<file path="config.mk">
export PLATFORM = sky130hd
export DESIGN_NAME = irq_vector_ctrl
export DESIGN_NICKNAME = d
export VERILOG_FILES = /design/src/rtl/vic_pkg.sv /design/src/rtl/vic_regs.sv /design/src/rtl/vic_slot_arb.sv /design/src/rtl/irq_vector_ctrl.sv
export SDC_FILE = /design/constraint.sdc
export NUM_CORES = 2
export LEC_CHECK = 0
export BUFFER_PORTS_ARGS = -buffer_cell sky130_fd_sc_hd__buf_2
export CAP_MARGIN = 10
export CORE_MARGIN = 3
export CORE_UTILIZATION = 40
export CTS_CLUSTER_DIAMETER = 50
export DETAILED_ROUTE_END_ITERATION = 8
export SLEW_MARGIN = 15
export SYNTH_ARGS = -nofsm -noshare
export SYNTH_HDL_FRONTEND = slang
export SYNTH_SLANG_ARGS = --single-unit
export TNS_END_PERCENT = 1
</file>
<file path="constraint.sdc">
create_clock -name clk -period 5.95 [get_ports clk]
set_input_delay 1.19 -clock clk [delete_from_list [all_inputs] [get_ports clk]]
set_output_delay 1.19 -clock clk [all_outputs]
set_load 0.02 [all_outputs]
</file>
<file path="src/rtl/vic_pkg.sv">
package vic_pkg;

    localparam int DATA_W = 32;
    localparam int BUS_AW = 6;

    localparam logic [BUS_AW-1:0] REG_SRC_EN    = 6'h00;
    localparam logic [BUS_AW-1:0] REG_FAST      = 6'h01;
    localparam logic [BUS_AW-1:0] REG_FORCE     = 6'h02;
    localparam logic [BUS_AW-1:0] REG_FAST_STAT = 6'h03;
    localparam logic [BUS_AW-1:0] REG_NORM_STAT = 6'h04;
    localparam logic [BUS_AW-1:0] REG_VECTOR    = 6'h05;
    localparam logic [BUS_AW-1:0] REG_DEFAULT   = 6'h06;
    localparam int               REG_SLOT_CTL  = 'h10;
    localparam int               REG_SLOT_ADR  = 'h20;

    typedef struct packed {
        logic              vld;
        logic [DATA_W-1:0] addr;
    } vec_lock_t;

    function automatic logic [BUS_AW-1:0] slot_reg(input int base, input int idx);
        return BUS_AW'(base + idx);
    endfunction

endpackage

</file>
<file path="src/rtl/vic_regs.sv">
module vic_regs
    import vic_pkg::*;
#(
    parameter int NUM_SRC  = 32,
    parameter int NUM_SLOT = 16,
    parameter int SRC_W    = $clog2(NUM_SRC)
) (
    input  logic                clk,
    input  logic                rst,
    input  logic                bus_sel,
    input  logic                bus_we,
    input  logic [BUS_AW-1:0]   bus_addr,
    input  logic [DATA_W-1:0]   bus_wdata,
    output logic [NUM_SRC-1:0]  src_en,
    output logic [NUM_SRC-1:0]  fast_mask,
    output logic [NUM_SRC-1:0]  force_mask,
    output logic [DATA_W-1:0]   default_addr,
    output logic                slot_en   [NUM_SLOT],
    output logic [SRC_W-1:0]    slot_src  [NUM_SLOT],
    output logic [DATA_W-1:0]   slot_addr [NUM_SLOT],
    output logic [DATA_W-1:0]   cfg_rdata
);

    logic wr;
    assign wr = bus_sel && bus_we;

    always_ff @(posedge clk) begin
        if (rst) begin
            src_en       <= '0;
            fast_mask    <= '0;
            force_mask   <= '0;
            default_addr <= '0;
        end else if (wr) begin
            case (bus_addr)
                REG_SRC_EN:  src_en       <= bus_wdata[NUM_SRC-1:0];
                REG_FAST:    fast_mask    <= bus_wdata[NUM_SRC-1:0];
                REG_FORCE:   force_mask   <= bus_wdata[NUM_SRC-1:0];
                REG_DEFAULT: default_addr <= bus_wdata;
                default: ;
            endcase
        end
    end

    for (genvar k = 0; k < NUM_SLOT; k++) begin : g_slot
        always_ff @(posedge clk) begin
            if (rst) begin
                slot_en[k]   <= 1'b0;
                slot_src[k]  <= '0;
                slot_addr[k] <= '0;
            end else if (wr) begin
                if (bus_addr == slot_reg(REG_SLOT_CTL, k)) begin
                    slot_en[k]  <= bus_wdata[SRC_W];
                    slot_src[k] <= bus_wdata[SRC_W-1:0];
                end
                if (bus_addr == slot_reg(REG_SLOT_ADR, k))
                    slot_addr[k] <= bus_wdata;
            end
        end
    end

    always_comb begin
        cfg_rdata = '0;
        case (bus_addr)
            REG_SRC_EN:  cfg_rdata = DATA_W'(src_en);
            REG_FAST:    cfg_rdata = DATA_W'(fast_mask);
            REG_FORCE:   cfg_rdata = DATA_W'(force_mask);
            REG_DEFAULT: cfg_rdata = default_addr;
            default: ;
        endcase
        for (int i = 0; i < NUM_SLOT; i++) begin
            if (bus_addr == slot_reg(REG_SLOT_CTL, i))
                cfg_rdata = DATA_W'({slot_en[i], slot_src[i]});
            if (bus_addr == slot_reg(REG_SLOT_ADR, i))
                cfg_rdata = slot_addr[i];
        end
    end

    // the register set is empty in the cycle after reset
    assert_cfg_cleared_R1: assert property (@(posedge clk)
        rst |=> (src_en == '0) && (fast_mask == '0) && (force_mask == '0))
        else $error("config not cleared by reset");

endmodule

</file>
<file path="src/rtl/vic_slot_arb.sv">
module vic_slot_arb
    import vic_pkg::*;
#(
    parameter int NUM_SRC  = 32,
    parameter int NUM_SLOT = 16,
    parameter int SRC_W    = $clog2(NUM_SRC),
    parameter int IDX_W    = $clog2(NUM_SLOT)
) (
    input  logic                clk,
    input  logic                rst,
    input  logic [NUM_SRC-1:0]  src_live,
    input  logic                slot_en   [NUM_SLOT],
    input  logic [SRC_W-1:0]    slot_src  [NUM_SLOT],
    input  logic [DATA_W-1:0]   slot_addr [NUM_SLOT],
    output logic                win_vld,
    output logic [IDX_W-1:0]    win_idx,
    output logic [DATA_W-1:0]   win_addr
);

    logic [NUM_SLOT-1:0] act;
    logic [NUM_SLOT-1:0] above_mask;

    for (genvar k = 0; k < NUM_SLOT; k++) begin : g_act
        assign act[k] = slot_en[k] && src_live[slot_src[k]];
    end

    always_comb begin
        win_vld = 1'b0;
        win_idx = '0;
        for (int k = NUM_SLOT - 1; k >= 0; k--) begin
            if (act[k]) begin
                win_vld = 1'b1;
                win_idx = IDX_W'(k);
            end
        end
    end

    assign win_addr   = slot_addr[win_idx];
    assign above_mask = (NUM_SLOT'(1) << win_idx) - NUM_SLOT'(1);

    // the chosen slot is itself active
    assert_winner_active_R5: assert property (@(posedge clk) disable iff (rst)
        win_vld |-> act[win_idx])
        else $error("winning slot not active");

    // no slot with a smaller number is active
    assert_no_better_slot_R5: assert property (@(posedge clk) disable iff (rst)
        win_vld |-> ((act & above_mask) == '0))
        else $error("higher priority slot skipped");

    // no winner only when nothing is active
    assert_idle_only_when_none_R6: assert property (@(posedge clk) disable iff (rst)
        !win_vld |-> (act == '0))
        else $error("active slot without winner");

endmodule

</file>
<file path="src/rtl/irq_vector_ctrl.sv">
module irq_vector_ctrl
    import vic_pkg::*;
#(
    parameter int NUM_SRC  = 32,
    parameter int NUM_SLOT = 16
) (
    input  logic                clk,
    input  logic                rst,
    input  logic [NUM_SRC-1:0]  irq_src_i,
    input  logic                bus_sel_i,
    input  logic                bus_we_i,
    input  logic [BUS_AW-1:0]   bus_addr_i,
    input  logic [DATA_W-1:0]   bus_wdata_i,
    output logic [DATA_W-1:0]   bus_rdata_o,
    output logic                fiq_o,
    output logic                irq_o
);

    localparam int SRC_W = $clog2(NUM_SRC);
    localparam int IDX_W = $clog2(NUM_SLOT);

    logic [NUM_SRC-1:0] src_en, fast_mask, force_mask;
    logic [DATA_W-1:0]  default_addr, cfg_rdata;
    logic               slot_en   [NUM_SLOT];
    logic [SRC_W-1:0]   slot_src  [NUM_SLOT];
    logic [DATA_W-1:0]  slot_addr [NUM_SLOT];

    vic_regs #(.NUM_SRC(NUM_SRC), .NUM_SLOT(NUM_SLOT), .SRC_W(SRC_W)) u_regs (
        .clk          (clk),
        .rst          (rst),
        .bus_sel      (bus_sel_i),
        .bus_we       (bus_we_i),
        .bus_addr     (bus_addr_i),
        .bus_wdata    (bus_wdata_i),
        .src_en       (src_en),
        .fast_mask    (fast_mask),
        .force_mask   (force_mask),
        .default_addr (default_addr),
        .slot_en      (slot_en),
        .slot_src     (slot_src),
        .slot_addr    (slot_addr),
        .cfg_rdata    (cfg_rdata)
    );

    logic [NUM_SRC-1:0] req_eff, fast_pend, norm_pend;
    assign req_eff   = irq_src_i | force_mask;
    assign fast_pend = req_eff & src_en & fast_mask;
    assign norm_pend = req_eff & src_en & ~fast_mask;

    logic              win_vld;
    logic [IDX_W-1:0]  win_idx;
    logic [DATA_W-1:0] win_addr;

    vic_slot_arb #(.NUM_SRC(NUM_SRC), .NUM_SLOT(NUM_SLOT), .SRC_W(SRC_W), .IDX_W(IDX_W)) u_arb (
        .clk       (clk),
        .rst       (rst),
        .src_live  (norm_pend),
        .slot_en   (slot_en),
        .slot_src  (slot_src),
        .slot_addr (slot_addr),
        .win_vld   (win_vld),
        .win_idx   (win_idx),
        .win_addr  (win_addr)
    );

    logic              vec_rd, vec_wr;
    logic [DATA_W-1:0] vec_live, vec_value;
    vec_lock_t         lock_q;

    assign vec_rd    = bus_sel_i && !bus_we_i && (bus_addr_i == REG_VECTOR);
    assign vec_wr    = bus_sel_i &&  bus_we_i && (bus_addr_i == REG_VECTOR);
    assign vec_live  = win_vld ? win_addr : default_addr;
    assign vec_value = lock_q.vld ? lock_q.addr : vec_live;

    always_ff @(posedge clk) begin
        if (rst)
            lock_q <= '0;
        else if (vec_wr)
            lock_q.vld <= 1'b0;
        else if (vec_rd && !lock_q.vld)
            lock_q <= '{vld: 1'b1, addr: vec_live};
    end

    always_ff @(posedge clk) begin
        if (rst) begin
            fiq_o <= 1'b0;
            irq_o <= 1'b0;
        end else begin
            fiq_o <= |fast_pend;
            irq_o <= |norm_pend;
        end
    end

    always_comb begin
        case (bus_addr_i)
            REG_FAST_STAT: bus_rdata_o = DATA_W'(fast_pend);
            REG_NORM_STAT: bus_rdata_o = DATA_W'(norm_pend);
            REG_VECTOR:    bus_rdata_o = vec_value;
            default:       bus_rdata_o = cfg_rdata;
        endcase
    end

    // outputs quiet right after reset
    assert_quiet_after_reset_R1: assert property (@(posedge clk)
        rst |=> !fiq_o && !irq_o)
        else $error("outputs active after reset");

    // a pending fast source raises fiq_o next cycle
    assert_fiq_follows_R2: assert property (@(posedge clk) disable iff (rst)
        (|fast_pend) |=> fiq_o)
        else $error("fiq_o missed a pending fast source");

    // irq_o low next cycle when no normal source is pending
    assert_irq_quiet_R3: assert property (@(posedge clk) disable iff (rst)
        !(|norm_pend) |=> !irq_o)
        else $error("irq_o set with nothing pending");

    // the winning slot never points at a fast-class source
    assert_winner_not_fast_R4: assert property (@(posedge clk) disable iff (rst)
        win_vld |-> !fast_mask[slot_src[win_idx]])
        else $error("fast source won vector arbitration");

    // a captured address holds until the end-of-service write
    assert_lock_holds_R7: assert property (@(posedge clk) disable iff (rst)
        (lock_q.vld && !vec_wr) |=> (lock_q.vld && $stable(lock_q.addr)))
        else $error("captured vector changed before release");

endmodule

</file>
**After elaboration in Yosys (flattened, before gate mapping)**

Cells that the tools add are included.

- Word-level logic and storage cells: 285
- Register bits: 771
- Output and inout bits: 34

- Multiplexer cells: 103
- Equal/unequal tests: 38
- Bitwise gates (word level): 7
- Order comparisons: 17
- Reductions and logical operators: 64

Operators with widths:

| cell | number |
|---|---|
| 2-to-1 mux 32 bit | 36 |
| binary-select mux 32 bit (select 4 bit) | 1 |
| one-hot mux 32 bit (4 select lines) | 1 |
| bitwise AND 32 bit | 3 |
| equality test 6 x 5 -> 1 bit (second input constant) | 16 |
| equality test 6 bit (second input constant) | 16 |
| less-than comparator 5 x 6 -> 1 bit (second input constant) | 16 |
| one-hot mux 32 bit (3 select lines) | 1 |
| binary-select mux 1 bit (select 5 bit) | 16 |
| AND reduction 2 bit | 37 |
| 2-to-1 mux 4 bit | 16 |
| OR reduction 32 bit | 2 |
| 2-to-1 mux 1 bit | 32 |
| NOT 32 bit | 1 |
| OR 32 bit | 1 |
| logical AND 1 bit | 21 |
| equality test 6 x 3 -> 1 bit (second input constant) | 3 |
| equality test 6 x 2 -> 1 bit (second input constant) | 2 |
| equality test 6 x 1 -> 1 bit (second input constant) | 1 |
| logical NOT 6 bit | 1 |
| greater-or-equal comparator 5 bit (second input constant) | 1 |
| NOT 4 -> 5 bit | 1 |
| logical NOT 1 bit | 2 |
| OR reduction 2 bit | 1 |
| NOT 1 bit | 1 |

**Depth between registers and ports, before layout**

- Depth in word-level cells: 35
- Mapped depth: 19

**Modules after synthesis**

Synthesis repeated with hierarchy kept, for this count alone.

- Cell total of the unflattened synthesis: 5540
- Area total of the unflattened synthesis: 43506.7 um^2

By module, submodules not included:

| module | cells each | area each (um^2) | sequential area each (um^2) | instances |
|---|---|---|---|---|
| vic_regs | 4082 | 30937.2 | 14734.1 | 1 |
| vic_slot_arb | 962 | 9092.5 | 0.0 | 1 |
| irq_vector_ctrl | 496 | 3477.1 | 700.7 | 1 |

**Worst setup path before layout**

Ideal clock, no wire load.

- Path type: input-to-output
- Start point: in irq_src_i[17]
- End point: out bus_rdata_o[20]
- Path slack: -0.326 ns
- Cell stages on the path: 15
- Data required time: 4.760 ns
- Arrival time: 5.086 ns
- Buffers on the path: 3
- Cell sequence: o21ai_1 -> nor2_1 -> mux4_2 -> mux4_2 -> a22o_1 -> a311o_1 -> a221o_2 -> a21oi_4 -> buf_6 -> buf_6 -> buf_4 -> a32oi_1 -> a22oi_1 -> nand2_1 -> a211oi_1

- Longest elaborated chain between the ends: 29
- Elaborated cells on any way between the ends: 90

Ends and longest elaborated chain:

| item | RTL line | RTL |
|---|---|---|
| start, declared | irq_vector_ctrl.sv:9 | `input logic [NUM_SRC-1:0] irq_src_i,` |
| OR 32 bit * | irq_vector_ctrl.sv:46 | `assign req_eff = irq_src_i \| force_mask;` |
| bitwise AND 32 bit * (2 in series) | irq_vector_ctrl.sv:48 | `assign norm_pend = req_eff & src_en & ~fast_mask;` |
| binary-select mux 1 bit (select 5 bit) | vic_slot_arb.sv:24 | `assign act[k] = slot_en[k] && src_live[slot_src[k]];` |
| 2-to-1 mux 1 bit (not written as such) | vic_slot_arb.sv:24 |  |
| logical AND 1 bit | vic_slot_arb.sv:24 |  |
| 2-to-1 mux 4 bit (16 in series) | vic_slot_arb.sv:31 | `if (act[k]) begin` |
| NOT 4 -> 5 bit (not written as such) | vic_slot_arb.sv:38 | `assign win_addr = slot_addr[win_idx];` |
| binary-select mux 32 bit (select 4 bit) | vic_slot_arb.sv:38 |  |
| 2-to-1 mux 32 bit (not written as such) (2 in series) | vic_slot_arb.sv:38 |  |
| 2-to-1 mux 32 bit * | irq_vector_ctrl.sv:72 | `assign vec_live = win_vld ? win_addr : default_addr;` |
| 2-to-1 mux 32 bit * | irq_vector_ctrl.sv:73 | `assign vec_value = lock_q.vld ? lock_q.addr : vec_live;` |
| one-hot mux 32 bit (3 select lines) * | irq_vector_ctrl.sv:95 | `case (bus_addr_i)` |
| end, declared | irq_vector_ctrl.sv:14 | `output logic [DATA_W-1:0] bus_rdata_o,` |

Every way passes the cells marked *; elsewhere a longest branch is shown, timed or not. The select of a mux whose other input is x is not followed.

**Final worst setup path**

- Start point: in irq_src_i[22]
- End point: out bus_rdata_o[8]

The elaborated chain is that of the path after synthesis.

==> results.md <==
* Slew margin rel. at 11.2%
* TritonCTS buffer count at 106
* CTS root buf: clkbuf_16
* Design Area, Final at 0.0576 mm^2
* Layout cells sized above 1 at 24.5%
* Layout Cells excl Fill at 7,894
* HP Start: u_regs.slot_addr[31]$_SDFFE_PP0P_
* Post-route ant nets at 0
* Tcrit/Tclk final at 119%
* Element type at the critical path start: input pin
* Tot Pwr at 12.7 mW
* Switch share at 26.3%
* Yosys top cell area share at 35.2%
* Final design utilization at 53.3%
* Starting DRC count in detailed routing at 8,569
* Hold Buf Count CTS at 0
* Failing checks: negative setup slack
* Grt ovf at 0
* Yosys warning count at 0
* Status: complete, but fails checks
* Placement Cell Area at 0.0518 mm^2
* Power Density at 221 mW/mm^2
* Peak supply drop at 0.000250 V
* Met3 track demand over resource at 15.1%
* R2R cell count at 18
* Leakage at 20.5 nW
* Hold path depth at 2
* Critical path's slowest cell: mux4_2
* EDFF count, synth at 0
* Seq pwr share at 40.8%
* Cell variety after synth at 88
* Layout area overhead at 31.3%
* Vias in the first global route at 49,837
* Final min period at 7.09 ns
* Mapped Nets at 5,908
* Met2 usage at 71.4%
* Via count at 53,585
* Yosys reg bits at 771
* DR pass1 iterations at 9
* CP peak stage delay at 0.50 ns
* Port Buffers at 107
* CP max FO at 13
* Worst-margin pin slew at 1.32 ns
* H-tree depth at 3
* Initial antenna violation count at 11
* Cells after DPL at 7,644
* Final wirelength at 290,000 um
* Worst-path clk slew at 0.06 ns
* First-pass GRT wire length at 394,000 um
* Data required, critical path at 4.76 ns
* WL/cell at 36.8 um
* Most area-hungry cell type in the Yosys netlist: dfxtp_1
* Clock sinks at 771
* Worst Slack Setup Final at -1.14 ns
* NetSw at 3.35 mW
* RSZ-0062 raised after global routing: yes
* Setup CP Type: input pin to primary output
* RR Endpoint: lock_q[2]$_SDFFE_PP0P_
* Gpl congestion at 1.06
* Internal power at 9.36 mW
* Hold path endpoint: u_regs.slot_addr[31]$_SDFFE_PP0P_
* Clock power frac at 53.7%
* Die height at 337 um
* R2R Path Start: u_regs.force_mask[18]$_SDFFE_PP0P_
* Tot GR Track Use at 49.3%
* TritonCTS clock tree: yes
* FF-to-FF setup slack at 0.86 ns
* Max_cap viols at 0
* Crit path top cell by count: buf_4
* Setup_tns at -32.20 ns
* Place WS at -2.14 ns
* Hpwl dp at 203,000 um
* Synth area leaders: dfxtp_1 (35%), nand2_1 (14%), a21oi_1 (10%), mux2i_1 (6.2%), mux4_2 (5.5%)
* Longest Clk Path Bufs at 3
* Clk_lat worst skew at 0.76 ns
* Hold WC Path Type: flip-flop to flip-flop
* Crit path DAT at 5.90 ns
* Most used routing layer: met2
* Fin. max-slew vios at 0
* DR DRC count at 0
* Row cnt at 120
* Met1 Use GR at 59.0%
* Combinational power share at 5.5%
* Clk_skew at 0.0707 ns
* Die ar. at 0.114 mm^2
* Vias per std cell at 6.79
* Async S/R FF share, synth at 0%
* CP Capture Type: primary output
* Fin. Hold Viols at 0
* Hold_ws at 0.469 ns
* Starting Density at 40.6%
* Final setup vio count at 32
* Maximum number of pins on one net before global-route repair at 172
* Post-synthesis sequential area ratio at 35.2%
* Syn avg cell area at 7.51 um^2
* Core area at 0.108 mm^2
* Die W at 337 um
* Most used DFF post-synth: dfxtp_1
* Synth Instances at 5,834
* I/O pin cnt at 108
* F_max at 141 MHz
* Nets at 6,470
* Cell Area, Synth at 0.0438 mm^2
## flip-flops by register name, indices dropped and copies added (netlist names)
signal / cells
u_regs.slot_addr: 512
u_regs.slot_src: 80
lock_q: 33
u_regs.default_addr: 32
u_regs.fast_mask: 32
u_regs.force_mask: 32
u_regs.src_en: 32
u_regs.slot_en: 16
fiq_o: 1
irq_o: 1
## cell type report
| class | count | area (um^2) |
|---|---|---|
| well taps | 1403 | 1760 |
| flip-flops and latches | 771 | 15400 |
| fillers | 10418 | 50400 |
| clock buffers | 130 | 2850 |
| multi-input cells | 4448 | 27400 |
| diodes | 8 | 20.0 |
| inverters | 51 | 191 |
| repair buffers | 1018 | 9090 |
| clock inverters | 65 | 878 |
## cell families after synthesis
family          Yosys count  synth area share [%]
simple gates           2262                  21.2
compound gates         1783                  25.6
mux                     403                  12.3
flops                   771                  35.2
buf+inv                 615                  5.66
## layout by cell type (no fill, tap or decap), types with 13 or more instances in the layout
| master | count |
|---|---|
| a32o_1 | 26 |
| a22o_1 | 58 |
| a211oi_1 | 49 |
| a222oi_1 | 32 |
| o221ai_1 | 25 |
| nand2_1 | 1607 |
| clkbuf_1 | 14 |
| nor2_4 | 37 |
| buf_2 | 74 |
| buf_12 | 93 |
| nand3_1 | 93 |
| clkbuf_16 | 110 |
| o21ai_4 | 18 |
| bufinv_16 | 13 |
| o22ai_1 | 52 |
| a21oi_1 | 867 |
| a221oi_1 | 68 |
| o211ai_1 | 34 |
| mux2i_1 | 263 |
| a22oi_1 | 138 |
| nand2b_1 | 43 |
| o21ai_0 | 156 |
| mux2_2 | 23 |
| nand4_1 | 18 |
| buf_6 | 52 |
| o2111ai_1 | 27 |
| nor3_2 | 17 |
| buf_4 | 780 |
| o21ai_2 | 17 |
| nor2_1 | 232 |
| a31oi_1 | 27 |
| nor4_1 | 16 |
| dfxtp_1 | 771 |
| inv_1 | 50 |
| nor2_2 | 25 |
| a2111oi_0 | 18 |
| nor3_1 | 57 |
| mux4_2 | 107 |
## repair_timing
| action | in CTS | in global routing |
|---|---|---|
| resized for setup | 221 | 100 |
| endpoints found under the setup margin | 33 | 32 |
| cloned | 5 | 3 |
| pin swaps | 58 | 53 |
| buffers inserted | 29 | 15 |
## power groups by stage
stage | sequential (mW) | clock, mW | combinational (mW)
3_3_place_gp | 5.30 | 0 | 0.641
6_report | 5.19 | 6.82 | 0.701
4_1_cts | 5.19 | 6.82 | 0.657
2_1_floorplan | 5.30 | 0 | 0.289
5_1_grt | 5.19 | 7.02 | 0.694
3_5_place_dp | 5.30 | 0 | 0.640
## worst max-delay path by stage
| stage | start | cells after the start | end |
|---|---|---|---|
| 6_report | irq_src_i[22] | 25 | bus_rdata_o[8] |
| 3_3_place_gp | irq_src_i[15] | 23 | bus_rdata_o[1] |
| 5_1_grt | irq_src_i[15] | 23 | bus_rdata_o[15] |
| 3_5_place_dp | irq_src_i[15] | 23 | bus_rdata_o[1] |
| 2_1_floorplan | irq_src_i[14] | 15 | bus_rdata_o[1] |
| 4_1_cts | irq_src_i[17] | 24 | bus_rdata_o[16] |
## synthesized netlist by cell type, drive strengths merged (27+ instances only)
| cell | number |
|---|---|
| a211oi | 53 |
| a21oi | 876 |
| a221oi | 71 |
| a222oi | 32 |
| a22o | 58 |
| a22oi | 149 |
| a31oi | 27 |
| a32o | 28 |
| buf | 94 |
| clkbuf | 470 |
| dfxtp | 771 |
| inv | 50 |
| mux2i | 272 |
| mux4 | 107 |
| nand2 | 1617 |
| nand2b | 51 |
| nand3 | 96 |
| nor2 | 294 |
| nor3 | 76 |
| o2111ai | 32 |
| o211ai | 34 |
| o21ai | 202 |
| o221ai | 28 |
| o22ai | 62 |
## metal layers
metal / part of all wire [%] / up-vias
met5: 0.017 / -
met4: 11 / 8
met3: 13 / 1396
met2: 41 / 4488
met1: 35 / 25693
li1: - / 22000
## critical path: cells and delay by family
family / cells / cell delay, ns
and+or+nand+nor: 4 / 0.59
buffers and inverters: 12 / 1.94
muxes: 2 / 0.70
AOI/OAI and AO/OA: 7 / 1.44
Note: power is estimated with default switching activity, not from simulation.
